==> src/rtl/fmm_pkg.sv <==
package fmm_pkg;

    localparam int CNT_W  = 7;
    localparam int CODE_W = 3;

    typedef enum logic [CODE_W-1:0] {
        DC_HOLD = 3'd0,
        DC_UP1  = 3'd1,
        DC_UP2  = 3'd2,
        DC_UP4  = 3'd3,
        DC_ZERO = 3'd4,
        DC_DN4  = 3'd5,
        DC_DN2  = 3'd6,
        DC_DN1  = 3'd7
    } delta_code_e;

    // Applies one table code to the wrapping signed counter.
    function automatic logic [CNT_W-1:0] apply_code(input logic [CNT_W-1:0] cur,
                                                   input logic [CODE_W-1:0] code);
        logic [CNT_W-1:0] res;
        case (delta_code_e'(code))
            DC_UP1:  res = cur + CNT_W'(1);
            DC_UP2:  res = cur + CNT_W'(2);
            DC_UP4:  res = cur + CNT_W'(4);
            DC_ZERO: res = '0;
            DC_DN4:  res = cur - CNT_W'(4);
            DC_DN2:  res = cur - CNT_W'(2);
            DC_DN1:  res = cur - CNT_W'(1);
            default: res = cur;
        endcase
        return res;
    endfunction

endpackage

==> src/rtl/fmm_tick_div.sv <==
module fmm_tick_div #(
    parameter int DIV = 16
) (
    input  logic clk,
    input  logic rst_n,
    output logic tick_o
);
    localparam int DW = (DIV > 1) ? $clog2(DIV) : 1;

    typedef struct packed {
        logic [DW-1:0] cnt;
    } div_state_t;

    div_state_t st_d, st_q;

    always_comb begin
        st_d = st_q;
        if (st_q.cnt == DW'(DIV - 1)) st_d.cnt = '0;
        else                          st_d.cnt = st_q.cnt + DW'(1);
    end

    always_ff @(posedge clk or negedge rst_n) begin
        if (!rst_n) st_q <= '0;
        else        st_q <= st_d;
    end

    assign tick_o = (st_q.cnt == DW'(DIV - 1));

    // ticks are isolated single-cycle pulses
    p_tick_single_r2: assert property (@(posedge clk) disable iff (!rst_n)
        tick_o |=> !tick_o);

endmodule

==> src/rtl/fmm_step_core.sv <==
module fmm_step_core
    import fmm_pkg::*;
#(
    parameter int FREQ_W = 12,
    parameter int IDX_W  = 5
) (
    input  logic                       clk,
    input  logic                       rst_n,
    input  logic                       tick_i,
    input  logic                       freq_we_i,
    input  logic [FREQ_W-1:0]          freq_wdata_i,
    input  logic                       halt_wdata_i,
    input  logic                       force_wdata_i,
    input  logic                       tbl_we_i,
    input  logic [CODE_W-1:0]          tbl_wdata_i,
    input  logic                       cnt_we_i,
    input  logic [CNT_W-1:0]           cnt_wdata_i,
    output logic [CNT_W-1:0]           cnt_o,
    output logic [FREQ_W+IDX_W:0]      acc_o
);
    localparam int DEPTH = 1 << IDX_W;
    localparam int ACC_W = FREQ_W + 1 + IDX_W;
    localparam int UP_W  = IDX_W + 1;

    typedef struct packed {
        logic [ACC_W-1:0]                acc;
        logic [CNT_W-1:0]                cnt;
        logic [FREQ_W-1:0]               freq;
        logic                            halt;
        logic                            force_step;
        logic [DEPTH-1:0][CODE_W-1:0]    tbl;
    } core_state_t;

    core_state_t st_d, st_q;

    logic [IDX_W-1:0] idx;
    logic [FREQ_W:0]  low_sum;
    logic             run;
    logic             step;

    always_comb begin
        st_d    = st_q;
        idx     = st_q.acc[ACC_W-1 -: IDX_W];
        run     = tick_i && !st_q.halt && (st_q.freq != '0);
        low_sum = {1'b0, st_q.acc[FREQ_W-1:0]} + {1'b0, st_q.freq};
        step    = run && (low_sum[FREQ_W] || st_q.force_step);

        if (run) begin
            st_d.acc = {st_q.acc[ACC_W-1:FREQ_W] + UP_W'(step), low_sum[FREQ_W-1:0]};
        end
        if (step) begin
            st_d.cnt = apply_code(st_q.cnt, st_q.tbl[idx]);
        end
        if (cnt_we_i) begin
            st_d.cnt = cnt_wdata_i;
        end
        if (tbl_we_i && st_q.halt) begin
            st_d.tbl[idx]                   = tbl_wdata_i;
            st_d.acc[ACC_W-1 -: IDX_W]      = idx + IDX_W'(1);
        end
        if (freq_we_i) begin
            st_d.freq       = freq_wdata_i;
            st_d.halt       = halt_wdata_i;
            st_d.force_step = force_wdata_i;
        end
        if (st_d.halt) begin
            st_d.acc[FREQ_W:0] = '0;
        end
    end

    always_ff @(posedge clk or negedge rst_n) begin
        if (!rst_n) begin
            st_q      <= '0;
            st_q.halt <= 1'b1;
        end else begin
            st_q <= st_d;
        end
    end

    assign cnt_o = st_q.cnt;
    assign acc_o = st_q.acc;

    // without a tick the counter moves only through a direct load
    p_cnt_tick_only_r2: assert property (@(posedge clk) disable iff (!rst_n)
        (!tick_i && !cnt_we_i) |=> $stable(cnt_o));

    // without a tick or a write the accumulator holds
    p_acc_tick_only_r2: assert property (@(posedge clk) disable iff (!rst_n)
        (!tick_i && !tbl_we_i && !freq_we_i) |=> $stable(acc_o));

    // in halt the low and ghost bits stay clear
    p_halt_clear_r6: assert property (@(posedge clk) disable iff (!rst_n)
        st_q.halt |-> (acc_o[FREQ_W:0] == '0));

    // appends while running leave the table index alone
    p_tbl_ignored_r7: assert property (@(posedge clk) disable iff (!rst_n)
        (tbl_we_i && !st_q.halt && !tick_i) |=> $stable(acc_o[ACC_W-1 -: IDX_W]));

    // forced ticks always advance the upper accumulator
    p_force_step_r8: assert property (@(posedge clk) disable iff (!rst_n)
        (tick_i && !st_q.halt && st_q.force_step && (st_q.freq != '0) && !freq_we_i)
        |=> (acc_o[ACC_W-1:FREQ_W] == $past(acc_o[ACC_W-1:FREQ_W]) + UP_W'(1)));

    // a zero rate never moves the counter
    p_rate_zero_r9: assert property (@(posedge clk) disable iff (!rst_n)
        (tick_i && (st_q.freq == '0) && !cnt_we_i) |=> $stable(cnt_o));

endmodule

==> src/rtl/fmm_pitch_calc.sv <==
module fmm_pitch_calc
    import fmm_pkg::*;
#(
    parameter int BASE_W = 12,
    parameter int GAIN_W = 6,
    parameter int FRAC_W = 4,
    parameter int SCL_W  = 8
) (
    input  logic                       clk,
    input  logic                       rst_n,
    input  logic [CNT_W-1:0]           cnt_i,
    input  logic [GAIN_W-1:0]          gain_i,
    input  logic [BASE_W-1:0]          base_i,
    output logic [BASE_W+SCL_W-1:0]    pitch_o
);
    localparam int WIN_W  = FRAC_W + SCL_W;
    localparam int OUT_W  = BASE_W + SCL_W;
    localparam logic [WIN_W-1:0] ROUND  = WIN_W'(1) << (FRAC_W + 1);
    localparam logic [WIN_W-1:0] CENTRE = WIN_W'(1) << (WIN_W - 2);

    typedef struct packed {
        logic [OUT_W-1:0] pitch;
    } pitch_state_t;

    pitch_state_t st_d, st_q;

    logic [WIN_W-1:0] prod;
    logic             do_round;
    logic [WIN_W-1:0] centred;
    logic [SCL_W-1:0] scale;

    always_comb begin
        st_d     = st_q;
        prod     = WIN_W'($signed(cnt_i) * $signed({1'b0, gain_i}));
        do_round = (prod[FRAC_W-1:0] != '0) && !prod[WIN_W-1];
        centred  = prod + (do_round ? ROUND : '0) + CENTRE;
        scale    = SCL_W'(centred >> FRAC_W);
        st_d.pitch = OUT_W'({{SCL_W{1'b0}}, base_i} * {{BASE_W{1'b0}}, scale});
    end

    always_ff @(posedge clk or negedge rst_n) begin
        if (!rst_n) st_q <= '0;
        else        st_q <= st_d;
    end

    assign pitch_o = st_q.pitch;

    // a zero base pitch yields a zero word one edge later
    p_zero_base_r11: assert property (@(posedge clk) disable iff (!rst_n)
        (base_i == '0) |=> (pitch_o == '0));

    // zero gain gives the centred scale of 64
    p_zero_gain_r11: assert property (@(posedge clk) disable iff (!rst_n)
        (gain_i == '0) |=> (pitch_o == OUT_W'({$past(base_i), 6'b0})));

endmodule

==> src/rtl/fm_pitch_mod.sv <==
module fm_pitch_mod
    import fmm_pkg::*;
#(
    parameter int FREQ_W   = 12,
    parameter int TBL_SIZE = 32,
    parameter int TICK_DIV = 16,
    parameter int GAIN_W   = 6,
    parameter int SCL_W    = 8
) (
    input  logic                                  clk,
    input  logic                                  rst_n,
    input  logic                                  freq_we,
    input  logic [FREQ_W-1:0]                     freq_wdata,
    input  logic                                  halt_wdata,
    input  logic                                  force_wdata,
    input  logic                                  tbl_we,
    input  logic [CODE_W-1:0]                     tbl_wdata,
    input  logic                                  cnt_we,
    input  logic [CNT_W-1:0]                      cnt_wdata,
    input  logic [FREQ_W-1:0]                     base_pitch,
    input  logic [GAIN_W-1:0]                     mod_gain,
    output logic [FREQ_W+SCL_W-1:0]               pitch_o,
    output logic [CNT_W-1:0]                      cnt_o,
    output logic [FREQ_W+$clog2(TBL_SIZE):0]      acc_o
);
    localparam int IDX_W = $clog2(TBL_SIZE);

    logic tick;

    fmm_tick_div #(.DIV(TICK_DIV)) u_div (
        .clk    (clk),
        .rst_n  (rst_n),
        .tick_o (tick)
    );

    fmm_step_core #(.FREQ_W(FREQ_W), .IDX_W(IDX_W)) u_core (
        .clk           (clk),
        .rst_n         (rst_n),
        .tick_i        (tick),
        .freq_we_i     (freq_we),
        .freq_wdata_i  (freq_wdata),
        .halt_wdata_i  (halt_wdata),
        .force_wdata_i (force_wdata),
        .tbl_we_i      (tbl_we),
        .tbl_wdata_i   (tbl_wdata),
        .cnt_we_i      (cnt_we),
        .cnt_wdata_i   (cnt_wdata),
        .cnt_o         (cnt_o),
        .acc_o         (acc_o)
    );

    fmm_pitch_calc #(.BASE_W(FREQ_W), .GAIN_W(GAIN_W), .FRAC_W(4), .SCL_W(SCL_W)) u_pitch (
        .clk     (clk),
        .rst_n   (rst_n),
        .cnt_i   (cnt_o),
        .gain_i  (mod_gain),
        .base_i  (base_pitch),
        .pitch_o (pitch_o)
    );

    // a direct load shows up unchanged one edge later
    p_load_r10: assert property (@(posedge clk) disable iff (!rst_n)
        cnt_we |=> (cnt_o == $past(cnt_wdata)));

endmodule

==> config.mk <==
export PLATFORM = sky130hd
export DESIGN_NAME = fm_pitch_mod
export DESIGN_NICKNAME = d
export VERILOG_FILES = /design/src/rtl/fmm_pkg.sv /design/src/rtl/fmm_tick_div.sv /design/src/rtl/fmm_step_core.sv /design/src/rtl/fmm_pitch_calc.sv /design/src/rtl/fm_pitch_mod.sv
export SDC_FILE = /design/constraint.sdc
export NUM_CORES = 1
export LEC_CHECK = 0
export BUFFER_PORTS_ARGS = -buffer_cell sky130_fd_sc_hd__buf_4
export CAP_MARGIN = 20
export CORE_AREA = 2 2 183 185
export DETAILED_ROUTE_END_ITERATION = 16
export DIE_AREA = 0 0 185 187
export PLACE_DENSITY_LB_ADDON = 0.15
export SLEW_MARGIN = 15
export SYNTH_ARGS = -nofsm -noshare
export SYNTH_HDL_FRONTEND = slang
export SYNTH_SLANG_ARGS = --single-unit
==> constraint.sdc <==
create_clock -name clk -period 11.1 [get_ports clk]
set_input_delay 3.33 -clock clk [delete_from_list [all_inputs] [get_ports clk]]
set_output_delay 3.33 -clock clk [all_outputs]
set_load 0.005 [all_outputs]
Yosys cells after proc, flatten, opt, wreduce, memory -nomap -nowiden
Index checks and enable logic that the tools add are counted.

Word-level logic and storage cells: 94. RAM bits: 0. Register bits: 159. Output and inout port bits: 45. Bits in latches: 0. Memory bits (read-only): 0. Memories: 0.

Shifts and indexed selects: 0. Mux-type cells: 14. Order comparisons: 2. Add/subtract/negate cells: 12. Reductions and logical operators: 16. Multipliers: 2. Bitwise operators: 0. Eq/ne operators: 8. Div/mod/pow operators: 0.

Operators with widths (number): $bwmux 96 (1); $pmux 7 s7 (1); $mul 12x8->20 (1); $mux 18 (1); $bmux 3 s5 (1); $demux 3 s5 (1); $mux 7 (2); $add 12x12->13 (1); $mux 13 (1); $add 12x11->12 const B (1); $add 12x12->12 (1); $eq 3x3->1 const B (4); $mul 7x7->12 (1); $reduce_bool 12->1 (1); $reduce_bool 8->1 (1); $add 7x1->7 const B (1); $add 7x2->7 const B (1); $add 7x3->7 const B (1); $sub 7x1->7 const B (1); $sub 7x2->7 const B (1); $sub 7x3->7 const B (1); $add 6x1->6 (1); $eq 3x2->1 const B (2); $logic_and 1x1->1 (6); 16 further kinds (20).

Longest topological paths before layout
Depth in word-level cells: 7. Depth in mapped cells: 42. Depth with buffers taken out: 40.

Cells and area by module
A second synthesis with hierarchy kept.

Cell total of the unflattened synthesis: 1294. Area total of the unflattened synthesis: 13402.9 um^2.

By module, submodules not included: fmm_step_core (cells each 715, area an instance 7977.7 um^2, instances 1, seq. area each 3379.5 um^2); fmm_pitch_calc (cells each 566, area an instance 5256.3 um^2, instances 1, seq. area each 500.5 um^2); fmm_tick_div (cells each 13, area an instance 168.9 um^2, instances 1, seq. area each 100.1 um^2).

Least setup slack after synthesis
No wires, ideal clock.

Kind: input -> register. Start point: input mod_gain[3]. End point: register u_pitch.st_q (netlist bit u_pitch.pitch_o[19]). Setup time: 80 ps. Slack: -1133 ps. Data arrival time: 12153 ps. Cell stages on the path: 40. Path buffers: 1. Cell sequence: and2_1 > fa_1 > inv_1 > fa_1 > inv_1 > fa_1 > inv_1 > fa_1 > inv_1 > ha_1 > o21ai_0 > a21oi_1 > or4_1 > o21ai_1 > o21ai_0 > xnor2_1 > nor2_1 > ha_1 > [... 4 more ...] > nand2_1 > fa_1 > fa_1 > inv_1 > fa_1 > inv_1 > fa_1 > inv_1 > ha_1 > o21a_1 > o31a_1 > o21a_1 > o21a_1 > o2111ai_1 > a31oi_1 > a211o_1 > a21oi_1 > xnor2_1.

RTL lines: start: declaration (RTL line fm_pitch_mod.sv:21) `input logic [GAIN_W-1:0] mod_gain,`; end signal: assignment (RTL line fmm_pitch_calc.sv:43) `else st_q <= st_d;`; end: declaration (RTL line fmm_pitch_calc.sv:25) `pitch_state_t st_d, st_q;`.

==> out/summary.txt <==
Buffers on Ports -> 91
Number of global-route vias before repair -> 9,274
Clock Latency Late Sink -> 0.43 ns
Fin crit share -> 101%
Root Driver -> clkbuf_16
Initial DRC count -> 346
Top cell type by total area after synthesis -> dfrtp_1
CTS buffer count -> 17
Antenna-violating nets left -> 0
R2R Path Start -> u_core.cnt_o[6]
Slew Limit Fails -> 0
Asr flop ratio synth -> 100%
Routed Wire Length -> 29,400 um
H-tree levels -> 4
Avg Vias per Cell -> 4.94
Final Skew -> 0.0106 ns
Die Height -> 187 um
Required @ worst endpoint -> 11.45 ns
Ranking of synthesized cells by area -> dfrtp_1 31%, fa_1 14%, mux2_2 9.6%, ha_1 9.3%, and2_1 4.5%
Final worst-path setup slack -> -0.151 ns
Overall Global Routing Usage -> 17.8%
M1 wire length -> 14,200 um
Remaining Overflow, GRT -> 0
Die footprint -> 0.0346 mm2
Slew headroom -> 33.1%
Synth cell types -> 75
HPWL Detailed -> 21,600 um
Crit path top cell by count -> fa_1
Most frequent cells in the layout -> 166 x buf_4, 157 x dfrtp_1, 129 x inv_1, 110 x mux2_2, 89 x fa_1
Sequential Area -> 0.00398 mm2
Reg2reg end -> u_pitch.pitch_o[19]
Net count, final -> 1,590
CP Launch Type -> input pin
WL per Instance -> 16.2 um
Tmin final -> 11.25 ns
Crit-path max cell delay -> 0.54 ns
I/O pin count -> 92
Worst Setup End Kind -> register
Max clock buf depth -> 2
Row Count -> 67
Final hold slack -> 0.503 ns
Clock sink count -> 159
Met2 routed WL -> 13,900 um
Failing checks -> negative setup slack
Drt first pass iters -> 7
Post-Syn Area -> 0.0129 mm2
Die W -> 185 um
Hold path cells -> 1
RSZ-0062 raised after global routing -> yes
Syn Area/Cell -> 10.5 um2
Setup CP Type -> in -> reg
Max_cap viols -> 0
Top sig layer -> met4
Reg2reg path depth -> 35
Reg clk slew, reported paths -> 0.06 ns
Max Clk Rate -> 88.9 MHz
TritonCTS clock tree -> yes
CP arrival -> 11.60 ns
Worst hold path endpoint -> u_core.st_q[80]
Final hold vios -> 0
Initial antenna violation count -> 0
Area taken by multi-input logic gates -> 0.00832 mm2
Starting Density -> 39.2%
GP Congestion -> 0.772
FILL cells -> 3,198
Register area share after synthesis -> 30.9%
Crit Path Max Fanout -> 4
R2R Setup Slk -> 2.15 ns
Synth Warn # -> 0
Hold Path Class -> reg -> reg
Util after Layout -> 46.7%
Largest net degree at the start of global routing -> 102
# diodes -> 0
Share of layout cells above drive strength 1 -> 29.3%
Yosys reg bits -> 159
Tightest Pin Transition -> 1.00 ns
Hold path start -> u_core.st_q[80]
Final setup violation count -> 5
Synth Flop Type -> dfrtp_1
Via Count -> 8,972
Wire length on met3 -> 1090 um
Post-CTS Hold Buffers -> 0
Total core area -> 0.0329 mm2
Syn Inst Count -> 1,226
DRC viols -> 0
Status -> finished with violations
Max stage delay cell, worst path -> fa_1
Syn nets -> 1,459
Commonest non-fill, non-tap cell in the layout -> buf_4
Setup WS pre-CTS -> -0.912 ns
First-pass GRT wire length -> 48,800 um
Layout overhead on the synthesized area -> 19.1%
Post-synth EDFFs -> 0
Yosys top cell area share -> 30.7%
[sequential cells by signal, summed over array words and instances (netlist names)]
| signal | flops |
|---|---|
| u_pitch.pitch_o | 20 |
| u_core.acc_o | 18 |
| u_div.st_q | 4 |
| u_core.st_q | 110 |
| u_core.cnt_o | 7 |
[metrics by stage]
stage | instance area (um2) | TNS, ns | cells
after detailed placement | 14400 | -6.07 | 1770
final | 15400 | -0.431 | 1818
after global routing | 15400 | -2.34 | 1818
after CTS | 15100 | -0.320 | 1810
after floorplan | 13100 | -1.33 | 1226
after global placement | 14400 | -4.89 | 1770
[timing repair]
item | in CTS | in global routing
endpoints found under the setup margin | 9 | 10
pin swaps | 30 | 36
setup buffers | 8 | 10
resized for setup | 14 | 37
cloned | 0 | 1
[cell families (layout without fill, tap and decap cells)]
logic type               count (synthesis)  after routing  synth area share [%]
adder cells (fa/ha/maj)                186            186                  23.3
flip-flops                             159            159                  30.9
AND/OR/NAND/NOR                        299            299                  12.1
XOR/XNOR                                61             61                  4.14
buffers and inverters                  203            347                  7.24
multiplexers                           160            160                  13.7
AO/OA/AOI/OAI                          158            158                  8.63
[cell usage after synthesis (6+ instances only)]
library cell / number
dfrtp_1: 158
inv_1: 137
mux2_2: 110
ha_1: 96
and2_1: 93
fa_1: 90
nand2_1: 74
nor2_1: 63
mux2i_1: 47
xnor2_1: 44
a21oi_1: 36
buf_4: 27
clkbuf_1: 25
o22ai_1: 21
o21ai_0: 20
xor2_1: 17
nand3_1: 15
a22o_1: 13
a21o_1: 9
nor3_1: 9
o21a_1: 8
nor2b_1: 7
o21bai_1: 7
buf_2: 6
buf_6: 6
[layer usage]
| layer | up-vias | global-route usage [%] |
|---|---|---|
| li1 | 4354 | - |
| met1 | 4480 | 25.2 |
| met2 | 118 | 28.3 |
| met3 | 20 | 3.50 |
| met4 | 0 | 3.51 |
| met5 | - | 0 |
[critical path: cells and delay by family]
kind,cells,cell delay (ns)
compound gates,13,1.85
buf+inv,8,0.44
simple gates,4,0.79
fa+ha+maj,12,4.75
xor+xnor,3,0.45
[worst max-delay path by stage]
stage                     depth (start not counted)         from  slack [ns]             endpoint
after global placement                           40  mod_gain[1]       -0.77  u_pitch.pitch_o[19]
after detailed placement                         40  mod_gain[1]       -0.91  u_pitch.pitch_o[19]
after global routing                             40  mod_gain[1]       -0.48  u_pitch.pitch_o[19]
after CTS                                        40  mod_gain[1]       -0.19  u_pitch.pitch_o[19]
final                                            40  mod_gain[1]       -0.15  u_pitch.pitch_o[19]
after floorplan                                  39  mod_gain[1]       -0.51  u_pitch.pitch_o[19]
[final cells by class]
cell class	count	share of cell area, %
tap	448	3.65
timing repair buffer	178	9.17
clock buffer	18	2.86
clock inverter	14	0.872
inverter	137	3.35
sequential	159	25.9
multi-input combinational	864	54.2
Power is not shown: default switching activity piles up to over one toggle a cycle in this logic, so the estimate is an artifact.
